==> src/rtl/btgt_pkg.sv <==
package btgt_pkg;
  typedef enum logic [2:0] {
    ST_IDLE,
    ST_TURN,
    ST_WAIT,
    ST_DATA,
    ST_SKIP
  } tstate_e;

  localparam logic [3:0] CMD_RD = 4'h6;
  localparam logic [3:0] CMD_WR = 4'h7;
endpackage

==> src/rtl/btgt_decode.sv <==
module btgt_decode #(
  parameter int                 AD_W      = 32,
  parameter logic [AD_W-1:0]    BASE_ADDR = 32'h0000_0100,
  parameter int                 DEPTH     = 16,
  localparam int                IDX_W     = $clog2(DEPTH)
) (
  input  logic [AD_W-1:0]  addr,
  input  logic [3:0]       cmd,
  output logic             hit,
  output logic             is_rd,
  output logic [IDX_W-1:0] idx
);
  import btgt_pkg::*;

  logic [AD_W:0]   lo_ext;
  logic [AD_W:0]   hi_ext;
  logic [AD_W:0]   a_ext;
  logic [AD_W-1:0] offset;
  logic            in_win;
  logic            known;

  always_comb begin
    a_ext  = {1'b0, addr};
    lo_ext = {1'b0, BASE_ADDR};
    hi_ext = lo_ext + (AD_W+1)'(DEPTH);
    in_win = (a_ext >= lo_ext) && (a_ext < hi_ext);
    known  = (cmd == CMD_RD) || (cmd == CMD_WR);
    hit    = in_win && known;
    is_rd  = (cmd == CMD_RD);
    offset = addr - BASE_ADDR;
    idx    = offset[IDX_W-1:0];
  end
endmodule

==> src/rtl/btgt_mem.sv <==
module btgt_mem #(
  parameter int  AD_W  = 32,
  parameter int  DEPTH = 16,
  localparam int IDX_W = $clog2(DEPTH)
) (
  input  logic             clk,
  input  logic             rst_n,
  input  logic             we,
  input  logic [IDX_W-1:0] widx,
  input  logic [AD_W-1:0]  wdata,
  input  logic [IDX_W-1:0] ridx,
  output logic [AD_W-1:0]  rdata
);
  logic [AD_W-1:0] store [DEPTH];

  always_ff @(posedge clk) begin
    if (we) begin
      store[widx] <= wdata;
    end
  end

  assign rdata = store[ridx];

  AST_WR_IDX_KNOWN: assert property (@(posedge clk) disable iff (!rst_n)
    we |-> !$isunknown(widx));
endmodule

==> src/rtl/btgt_seq.sv <==
module btgt_seq #(
  parameter int  INIT_WAIT = 1,
  localparam int CNT_W     = (INIT_WAIT > 1) ? $clog2(INIT_WAIT) : 1
) (
  input  logic clk,
  input  logic rst_n,
  input  logic frame_n,
  input  logic irdy_n,
  input  logic hit,
  input  logic is_rd,
  output logic capture,
  output logic beat,
  output logic rd_mode,
  output logic trdy_n,
  output logic ad_oe
);
  import btgt_pkg::*;

  tstate_e    state_q, state_d;
  logic       trdy_n_q, trdy_n_d;
  logic       oe_q, oe_d;
  logic       rd_q, rd_d;
  logic       last;
  logic       cnt_zero;
  logic       after_turn;

  assign capture = (state_q == ST_IDLE) && !frame_n;
  assign beat    = (state_q == ST_DATA) && !irdy_n && !trdy_n_q;
  assign last    = beat && frame_n;

  generate
    if (INIT_WAIT > 0) begin : g_wait
      logic [CNT_W-1:0] cnt_q, cnt_d;
      logic             cnt_en;
      assign after_turn = 1'b1;
      always_comb begin
        cnt_en = 1'b0;
        cnt_d  = cnt_q;
        if (state_d == ST_WAIT && state_q != ST_WAIT) begin
          cnt_en = 1'b1;
          cnt_d  = CNT_W'(INIT_WAIT - 1);
        end else if (state_q == ST_WAIT) begin
          cnt_en = 1'b1;
          cnt_d  = cnt_q - 1'b1;
        end
      end
      always_ff @(posedge clk or negedge rst_n) begin
        if (!rst_n) begin
          cnt_q <= '0;
        end else if (cnt_en) begin
          cnt_q <= cnt_d;
        end
      end
      assign cnt_zero = (cnt_q == '0);
    end else begin : g_nowait
      assign after_turn = 1'b0;
      assign cnt_zero   = 1'b1;
    end
  endgenerate

  always_comb begin
    state_d = state_q;
    case (state_q)
      ST_IDLE: begin
        if (capture) begin
          if (!hit)            state_d = ST_SKIP;
          else if (is_rd)      state_d = ST_TURN;
          else if (after_turn) state_d = ST_WAIT;
          else                 state_d = ST_DATA;
        end
      end
      ST_TURN: state_d = after_turn ? ST_WAIT : ST_DATA;
      ST_WAIT: if (cnt_zero) state_d = ST_DATA;
      ST_DATA: if (last) state_d = ST_IDLE;
      ST_SKIP: if (frame_n && irdy_n) state_d = ST_IDLE;
      default: state_d = ST_IDLE;
    endcase
  end

  always_comb begin
    rd_d     = (capture && hit) ? is_rd : rd_q;
    trdy_n_d = (state_d != ST_DATA);
    oe_d     = rd_d && ((state_d == ST_WAIT) || (state_d == ST_DATA));
  end

  always_ff @(posedge clk or negedge rst_n) begin
    if (!rst_n) begin
      state_q  <= ST_IDLE;
      trdy_n_q <= 1'b1;
      oe_q     <= 1'b0;
      rd_q     <= 1'b0;
    end else begin
      state_q  <= state_d;
      trdy_n_q <= trdy_n_d;
      oe_q     <= oe_d;
      if (capture) begin
        rd_q <= rd_d;
      end
    end
  end

  assign rd_mode = rd_q;
  assign trdy_n  = trdy_n_q;
  assign ad_oe   = oe_q;

  AST_FINAL_RELEASE: assert property (@(posedge clk) disable iff (!rst_n)
    (beat && frame_n) |=> (trdy_n_q && !oe_q));
  AST_TRDY_HOLD: assert property (@(posedge clk) disable iff (!rst_n)
    (!trdy_n_q && !(beat && frame_n)) |=> !trdy_n_q);
  AST_TURN_GAP: assert property (@(posedge clk) disable iff (!rst_n)
    (capture && hit && is_rd) |=> (!oe_q && trdy_n_q));
  AST_MISS_QUIET: assert property (@(posedge clk) disable iff (!rst_n)
    (capture && !hit) |=> (trdy_n_q && !oe_q));
endmodule

==> src/rtl/burst_target.sv <==
module burst_target #(
  parameter int              AD_W      = 32,
  parameter logic [AD_W-1:0] BASE_ADDR = 32'h0000_0100,
  parameter int              DEPTH     = 16,
  parameter int              INIT_WAIT = 1
) (
  input  logic            clk,
  input  logic            rst_n,
  input  logic            frame_n,
  input  logic            irdy_n,
  input  logic [3:0]      cmd,
  input  logic [AD_W-1:0] ad_in,
  output logic [AD_W-1:0] ad_out,
  output logic            ad_oe,
  output logic            trdy_n
);
  localparam int IDX_W = $clog2(DEPTH);

  logic             hit;
  logic             is_rd;
  logic [IDX_W-1:0] dec_idx;
  logic             capture;
  logic             beat;
  logic             rd_mode;
  logic [IDX_W-1:0] idx_q, idx_d;
  logic             idx_en;
  logic [AD_W-1:0]  rdata;

  btgt_decode #(.AD_W(AD_W), .BASE_ADDR(BASE_ADDR), .DEPTH(DEPTH)) u_dec (
    .addr (ad_in),
    .cmd  (cmd),
    .hit  (hit),
    .is_rd(is_rd),
    .idx  (dec_idx)
  );

  btgt_seq #(.INIT_WAIT(INIT_WAIT)) u_seq (
    .clk    (clk),
    .rst_n  (rst_n),
    .frame_n(frame_n),
    .irdy_n (irdy_n),
    .hit    (hit),
    .is_rd  (is_rd),
    .capture(capture),
    .beat   (beat),
    .rd_mode(rd_mode),
    .trdy_n (trdy_n),
    .ad_oe  (ad_oe)
  );

  always_comb begin
    idx_en = capture || beat;
    idx_d  = capture ? dec_idx : (idx_q + 1'b1);
  end

  always_ff @(posedge clk or negedge rst_n) begin
    if (!rst_n) begin
      idx_q <= '0;
    end else if (idx_en) begin
      idx_q <= idx_d;
    end
  end

  btgt_mem #(.AD_W(AD_W), .DEPTH(DEPTH)) u_mem (
    .clk  (clk),
    .rst_n(rst_n),
    .we   (beat && !rd_mode),
    .widx (idx_q),
    .wdata(ad_in),
    .ridx (idx_q),
    .rdata(rdata)
  );

  assign ad_out = ad_oe ? rdata : '0;

  AST_IDX_STEP: assert property (@(posedge clk) disable iff (!rst_n)
    beat |=> (idx_q == $past(idx_q) + 1'b1));
  AST_IDX_STILL: assert property (@(posedge clk) disable iff (!rst_n)
    (!capture && irdy_n) |=> $stable(idx_q));
  AST_RD_DRIVE: assert property (@(posedge clk) disable iff (!rst_n)
    (!trdy_n && rd_mode) |-> ad_oe);
endmodule

==> config.mk <==
export PLATFORM = sky130hd
export DESIGN_NAME = burst_target
export DESIGN_NICKNAME = d
export VERILOG_FILES = /design/src/rtl/btgt_pkg.sv /design/src/rtl/btgt_decode.sv /design/src/rtl/btgt_mem.sv /design/src/rtl/btgt_seq.sv /design/src/rtl/burst_target.sv
export SDC_FILE = /design/constraint.sdc
export NUM_CORES = 1
export LEC_CHECK = 0
export BUFFER_PORTS_ARGS = -buffer_cell sky130_fd_sc_hd__buf_2
export CORE_AREA = 8 8 161 277
export CTS_BUF_LIST = sky130_fd_sc_hd__clkbuf_2
export DETAILED_ROUTE_END_ITERATION = 10
export DIE_AREA = 0 0 169 285
export PLACE_DENSITY = 0.65
export SLEW_MARGIN = 20
export SYNTH_ARGS = -nofsm -noshare
export SYNTH_HDL_FRONTEND = slang
export SYNTH_HIERARCHICAL = 1
export SYNTH_SLANG_ARGS = --single-unit
==> constraint.sdc <==
create_clock -name clk -period 6.4 [get_ports clk]
set_input_delay 1.28 -clock clk [delete_from_list [all_inputs] [get_ports clk]]
set_output_delay 1.28 -clock clk [all_outputs]
set_load 0.005 [all_outputs]
==> impl.org, run 1 <==
** Run status
- Outcome :: completed

** Logic synthesis
- The share of synthesized area in the top cell type comes to 76.5%.
- Netlist Area Pre-Place :: 20100 µm²
- For this run, asynchronously set or reset flops after synthesis account for 2.10%.
- The largest total area in the synthesized netlist belongs to sky130_fd_sc_hd__edfxtp_1.
- Number of warning messages in the yosys log :: 6
- Top_reg_cell synth :: sky130_fd_sc_hd__edfxtp_1
- Number of enable-type register cells in the synthesized netlist :: 512
- Yosys reg bits :: 523
- Of the synthesized area, sequential elements account for 77.8%.
- The number of nets handed over by synthesis was 947.
- After technology mapping, the gate count stands at 906.
- Synthesis instantiated 44 different standard cells from the library.
- After synthesis, the mean cell area works out to 22.2 µm².
- Sorting the synthesized cells by area gives the leading types as sky130_fd_sc_hd__edfxtp_1, sky130_fd_sc_hd__mux4_2, sky130_fd_sc_hd__a22oi_1.

** Critical path
- Largest driver fanout on the critical path :: 70
- R2r worst-path depth :: 6
- Worst path slowest cell :: sky130_fd_sc_hd__dfrtp_4
- STA puts the critical path data arrival time at 3.87 ns.
- For flop-to-flop paths, the worst setup slack is 2.64 ns.
- Critical path cell sequence :: buf_12 -> mux4_2 -> a22oi_1 -> nand2_1 -> and2_1 -> buf_2
- The endpoint identified for the worst register-to-register timing path is u_mem/store[12][11].
- Worst reg2reg path startpoint :: u_seq/state_q[2]
- The critical path is of the flip-flop to primary output type.
- Setup crit end kind :: primary output
- Data required time of the critical path :: 5.12 ns
- Crit path largest cell delay :: 0.93 ns
- Kind of start point of the critical path :: flip-flop

** Clock tree
- The clock tree synthesis step divided the H-tree into 3 levels.
- Clock-pin transition on the worst setup and hold timing paths :: 0.11 ns
- CTS tree :: built
- The later pin in the worst-skew pair is clocked with a latency of 1.02 ns.
- Clock sinks :: 523
- Buffers inserted to repair hold after CTS numbered 0.
- Post-CTS Repair Setup Buffers :: 0
- Maximum buffer depth of the clock tree :: 3
- Number of buffers inserted during clock tree synthesis :: 108
- The tree is rooted in a sky130_fd_sc_hd__clkbuf_2.
- Total of cells resized after clock tree synthesis :: 0

** Die
- Pin placement for this block handled 74 I/O pins.
- From bottom edge to top edge, the die measures 285 µm.
- For this configuration, the core starts out at a cell density of 49.4%.
- Chip Width :: 169 µm
- In this run the core area contains 98 standard-cell rows.
- Floorplan Core Area :: 40700 µm²
- The die covers 48200 µm².

** Timing
- Slew @ Worst Pin :: 1.12 ns
- The final-report max-slew violation count was 0.
- The worst path in the final design needs a cycle of 5.15 ns, including I/O delays and setup.
- Crit path setup slack, layout :: 1.25 ns
- Ratio of final minimum period to clock period :: 80.5%
- Highest Clock Rate :: 0.194 GHz
- On the final layout, the worst clock skew is 0.0786 ns.
- Summed over all failing endpoints, the final setup total negative slack is 0 ns.
- In this run the tightest slew margin relative to its limit is 25.3%.
- The final number of hold-violating endpoints came to 0.
- Setup violations remaining at the end of the flow were counted as 0.
- RSZ-0062 raised after global routing :: false

** Cells and area
- Relative to the synthesized area, the layout overhead comes to 11.0%.
- Commonest cells after routing, fill and taps aside :: sky130_fd_sc_hd__edfxtp_1, sky130_fd_sc_hd__clkbuf_2, sky130_fd_sc_hd__mux4_2, sky130_fd_sc_hd__buf_2, sky130_fd_sc_hd__a22oi_1
- Share of layout cells above drive strength 1 :: 37.2%
- Leaving out fill and tap cells, the most frequent cell in the layout is sky130_fd_sc_hd__edfxtp_1.
- Total number of nets in the final design :: 1104
- After filler insertion, the fill cell instance count of the layout stands at 3281.
- Final standard cell area without fillers :: 22300 µm²

** Placement
- Detailed placement HPWL :: 25000 µm
- Routability-driven placement finished with a final weighted congestion of 0.724.
- The count of buffers added on input and output ports is 73.
- Instance area after placement :: 21300 µm²
- OpenSTA, run right after detailed placement, puts the worst setup slack at 1.81 ns.

** Power
- Dividing total power by cell area gives a power density of 367 nW/µm².
- Total chip power :: 8.19 mW
- Static Leakage :: 7.31 nW
- IR analysis of the VDD net gives a maximum drop of 346 µV.

** Min path
- The path class of the tightest hold or removal check is primary input to async pin.

** Global route
- Total congestion overflow :: 0
- The first global-routing pass estimated 64400 µm of wire.
- Vias in the first global route :: 10700
- Entering global routing, the biggest net connects 89 pins.
- GRT Total Usage :: 18.1%
- The initial antenna violation count was 1.

** Detailed routing
- WL final :: 42500 µm
- After detailed routing, the average wire length per cell comes to 25.0 µm.
- Antenna-violating nets left :: 0
- Drt via density :: 5.65
- For this run, design rule violations remaining after detail routing come to 0.
- The pre-antenna-repair detailed-routing pass consisted of 4 iterations.
- The first routing iteration left 532 violations.
- Vias after detailed routing :: 9598

** Run
- Maxcap violations :: 0
-- sequential cells by signal, summed over array words and instances (netlist names) --
signal / count
u_seq/state_q: 3
u_seq/trdy_n: 1
u_seq/rd_mode: 1
idx_q: 4
u_seq/g_wait.cnt_q: 1
u_seq/ad_oe: 1
u_mem/store: 512
-- worst max path at each step --
stage                  start                   to  slack, ns  depth (start not counted)
global route        idx_q[0]            ad_out[4]       0.97                          6
global placement      irdy_n   u_mem/store[1][17]       1.85                          5
finish              idx_q[0]            ad_out[6]       1.25                          6
floorplan             irdy_n    u_mem/store[0][0]       0.98                          4
detailed placement    irdy_n  u_mem/store[12][16]       1.81                          6
CTS                 idx_q[0]            ad_out[6]       1.04                          6
-- worst max-delay path, delay by kind of cell, from the launching register on --
| kind | cells | cell delay, ns |
|---|---|---|
| simple gates | 2 | 0.34 |
| flops | 1 | 0.93 |
| mux | 1 | 0.58 |
| buf+inv | 2 | 0.66 |
| compound gates | 1 | 0.31 |
-- metrics by stage --
| step | utilization, % | instances | hold WS, ns |
|---|---|---|---|
| floorplan | - | 906 | 0.489 |
| global placement | 52.1 | 1499 | 0.517 |
| detailed placement | 52.3 | 1502 | 0.515 |
| CTS | 54.7 | 1696 | 0.0121 |
| global route | 54.8 | 1698 | 0.0975 |
| finish | 54.8 | 1698 | 0.132 |
-- where the power goes --
part	total, mW	leakage (nW)	switching, mW	internal (mW)
Sequential	4.14	4.74	0.209	3.93
Combinational	2.13	1.82	1.11	1.02
Clock	1.93	0.759	1.19	0.738
Total	8.19	7.31	2.50	5.69
-- kinds of logic after synthesis --
kind of cell    Yosys count  share of synthesized area [%]
simple gates            122                           3.30
xor+xnor                  4                          0.174
flops                   523                           77.8
mux                     130                           14.4
fa+ha+maj                 1                         0.0622
buf+inv                  52                           1.35
compound gates           74                           2.82
-- synthesized netlist by cell type, drive strengths merged, types with 2 or more instances --
library cell and count:
edfxtp 512, mux4 128, a22oi 64, nand2 40
and2 33, buf 30, clkbuf 20, nor2 15
dfrtp 10, nor4 8, nor3 6, nand2b 3
nor2b 3, o21ai 3, xnor2 3, inv 2
nand3 2, nand3b 2, nand4 2, o21a 2
or3b 2
-- layout make-up --
| class | count | area (µm²) | area share (%) |
|---|---|---|---|
| Antenna cell | 1 | 2.50 | 0.0112 |
| Clock buffer | 156 | 781 | 3.50 |
| Clock inverter | 38 | 211 | 0.948 |
| Inverter | 2 | 7.51 | 0.0336 |
| Multi-Input combinational cell | 331 | 4320 | 19.3 |
| Sequential cell | 523 | 15700 | 70.2 |
| Tap cell | 550 | 688 | 3.08 |
| Timing Repair Buffer | 97 | 651 | 2.92 |
-- metal layers --
layer	share of wire [%]	GRT usage, %	up-vias
li1	-	-	4205
met1	38	20.9	5071
met2	56	32.7	259
met3	4.0	3.29	63
met4	2.4	7.59	0
met5	0	0	-
Note: power is estimated with default switching activity, not from simulation.
==> inputs of run 2 (changes only) <==
Settings changed: PLACE_DENSITY 0.65 to 0.67.
Clock period 6.4 ns to 4.4 ns, I/O delays scaled along.
==> impl.org, run 2 (same netlist as run 1, synthesis figures left out) <==
** Run status
- The flow ran to the end, and the final reports show no timing, DRC or antenna violations.

** Critical path
- Critical path start-end classification :: flip-flop to primary output
- Largest driver fanout on the critical path :: 16 (-77%)
- Data required time of the critical path :: 3.52 ns (-1.60 ns)
- Critical path arrival :: 3.29 ns (-0.58 ns)
- Setup crit end kind :: primary output
- Kind of start point of the critical path :: flip-flop
- R2r worst-path depth :: 7 (+1)

** Placement
- The quantity of I/O buffers inserted on ports came to 73 (unchanged).
- The standard cell area after detailed placement came to 21500 µm² (+1.1%).
- Number of placed instances, taps included :: 1527 (+1.7%)
- The pre-CTS worst setup slack came to 0.672 ns (-1.14 ns).
- Detailed placement HPWL :: 26400 µm (+5.8%)
- The final RePlAce weighted congestion was 0.727 (+0.48%).

** Timing
- Final setup skew :: 0.0720 ns (-0.00659 ns)
- Final setup TNS :: 0 ns (unchanged)
- The final-report setup violation count came to 0 (unchanged).
- Slew @ Worst Pin :: 0.875 ns (-0.242 ns)
- Worst-case hold slack :: 0.191 ns (+0.0593 ns)
- Highest Clock Rate :: 0.240 GHz
- The final-report max-slew violation count is 0 (unchanged).
- Relative slew margins :: 41.6% (+16 points)
- The smallest clock period supported by the final layout is computed as 4.17 ns.
- RSZ-0062 raised after global routing :: false
- The final number of hold-violating endpoints came to 0 (unchanged).
- The smallest setup slack after layout came to 0.231 ns (-1.01 ns).
- After layout, the worst path uses 94.7% of the clock period.

** Cells and area
- Number of flip-flops under the largest register name :: 512 (unchanged)
- Final standard cell area without fillers :: 22600 µm² (+1.2%)
- The filler-free cell count of the finished design is 1733 (+2.1%).
- Largest registers :: u_mem/store (512), idx_q (4), u_seq/state_q (3)
- Post-layout util :: 55.5% (+0.66 points)
- The area growth from synthesis to layout is 12.3%.
- Commonest non-fill, non-tap cell in the layout :: sky130_fd_sc_hd__edfxtp_1
- The fraction of final layout cells with drive strength greater than 1 came to 38.2% (+0.94 points).
- Leaving out fill and tap cells, the most frequent cells in the layout are sky130_fd_sc_hd__edfxtp_1, sky130_fd_sc_hd__clkbuf_2, sky130_fd_sc_hd__mux4_2, sky130_fd_sc_hd__buf_2, sky130_fd_sc_hd__a22oi_1.
- Top register by number of flip-flops :: u_mem/store
- The net total in the final layout was 1134 (+2.7%).

** Clock tree
- In this run the clock root is driven by a sky130_fd_sc_hd__clkbuf_2.
- The maximum level of the CTS H-tree was 3 (unchanged).
- The maximum buffer depth of the clock tree was 3 (unchanged).
- Number of buffers inserted during clock tree synthesis :: 110 (+1.9%)
- The later-pin clock latency in the skew report came to 1.05 ns (+0.03 ns).
- The clock sink count was 523 (unchanged).
- CTS tree :: built
- Clock-pin transition on the worst setup and hold timing paths :: 0.11 ns (about the same)

** Global route
- The leftover overflow at the end of global routing is 0 (unchanged).
- The overall track demand over capacity in global routing is 19.5% (+1.4 points).
- Initial antenna violation count :: 3 (+2)
- The pin count of the biggest net entering global routing came to 33 (-63%).
- Global-route wire length before repair :: 68600 µm (+6.4%)
- The number of global-route vias before repair was 10900 (+2.4%).

** Die
- The floorplan die area was 48200 µm² (unchanged).
- The I/O pin count came to 74 (unchanged).
- Die height :: 285 µm (unchanged)
- The width of the chip came to 169 µm (unchanged).
- Floorplan Core Area :: 40700 µm² (unchanged)
- Initial cell density of the core :: 49.4% (unchanged)
- The number of placement rows came to 98 (unchanged).

** Power
- Total chip power :: 12.1 mW (+48%)
- Maximum VDD drop :: 338 µV (-2.3%)
- The share of power burned in combinational logic was 28.1% (+2.2 points).
- The power density over the cells came to 536 nW/µm² (+46%).
- Clock power share :: 22.9% (-0.6 points)
- Static Leakage :: 7.46 nW (+2.0%)
- Switching Share :: 31.2% (+0.59 points)
- Reg power frac :: 49.0% (-1.5 points)
- The net switching power figure came to 3.77 mW (+51%).
- Cell internal power dissipation :: 8.33 mW (+46%)

** Detailed routing
- Vias after detailed routing :: 10000 (+4.3%)
- Drt via density :: 5.78 (+2.2%)
- The post-detailed-route wirelength per cell came to 26.4 µm (+5.4%).
- Antenna-violating nets left :: 0 (unchanged)
- The sum of routed wire length over all layers is 45700 µm (+7.6%).
- The detailed-route DRC error count was 0 (unchanged).
- The number of detailed-route iterations in the first pass is 5 (+1).
- The number of DRC markers after the initial detailed-route iteration is 737 (+39%).

** Min path
- The tightest min-delay check is of the primary input to flip-flop type.
- Counting instances, the worst hold path has a depth of 3.

** Run
- The total of max-cap violations came to 0 (unchanged).
-- run 2: cell type report --
class	count	area (µm²)
fillers	3225	18100
flip-flops and latches	523	15700
multi-input cells	331	4340
repair buffers	125	903
clock buffers	153	766
well taps	550	688
clock inverters	45	209
diodes	4	10.0
inverters	2	7.51
-- run 2: worst max-delay path: stages, from the launching register on --
cell,delay (ns)
sky130_fd_sc_hd__dfrtp_4,0.67
sky130_fd_sc_hd__buf_4,0.40
sky130_fd_sc_hd__mux4_2,0.54
sky130_fd_sc_hd__a22oi_1,0.22
sky130_fd_sc_hd__nand2_1,0.11
sky130_fd_sc_hd__and2_1,0.17
sky130_fd_sc_hd__buf_2,0.12
-- run 2: repair_timing --
item / CTS / global route
buffers inserted: 3 / 0
hold buffers: 1 / 0
endpoints found under the hold margin: 11 / 0
setup endpoints to repair: 29 / 0
resized for setup: 0 / 0
-- run 2: path summary, 6_finish.rpt --
| check | start | endpoint | slack [ns] |
|---|---|---|---|
| worst max-delay path | idx_q[0] | ad_out[13] | 0.23 |
| worst min-delay path | ad_in[0] | idx_q[0] | 0.19 |
| worst max register to register | u_seq/state_q[2] | u_mem/store[8][15] | 1.39 |
| worst min register to register | u_seq/g_wait.cnt_q | u_seq/g_wait.cnt_q | 0.52 |
| max in group asynchronous | rst_n | u_seq/trdy_n | 3.91 |
| min in group asynchronous | rst_n | u_seq/rd_mode | 0.21 |
-- run 2: power groups by stage --
stage	Sequential (mW)	Clock, mW	Combinational (mW)
2_1_floorplan	5.93	0	2.42
3_3_place_gp	6.15	0	3.22
3_5_place_dp	6.16	0	3.23
4_1_cts	5.93	2.86	3.46
5_1_grt	5.95	3.07	3.65
6_report	5.93	2.77	3.41
-- run 2: per-layer routing --
metal  track usage (%)  up-vias  share of wire (%)
li1                  -     4257                  -
met1              22.1     5365                 36
met2              36.3      336                 57
met3              3.33       54                4.7
met4              7.06        0                2.1
met5                 0        -                  0
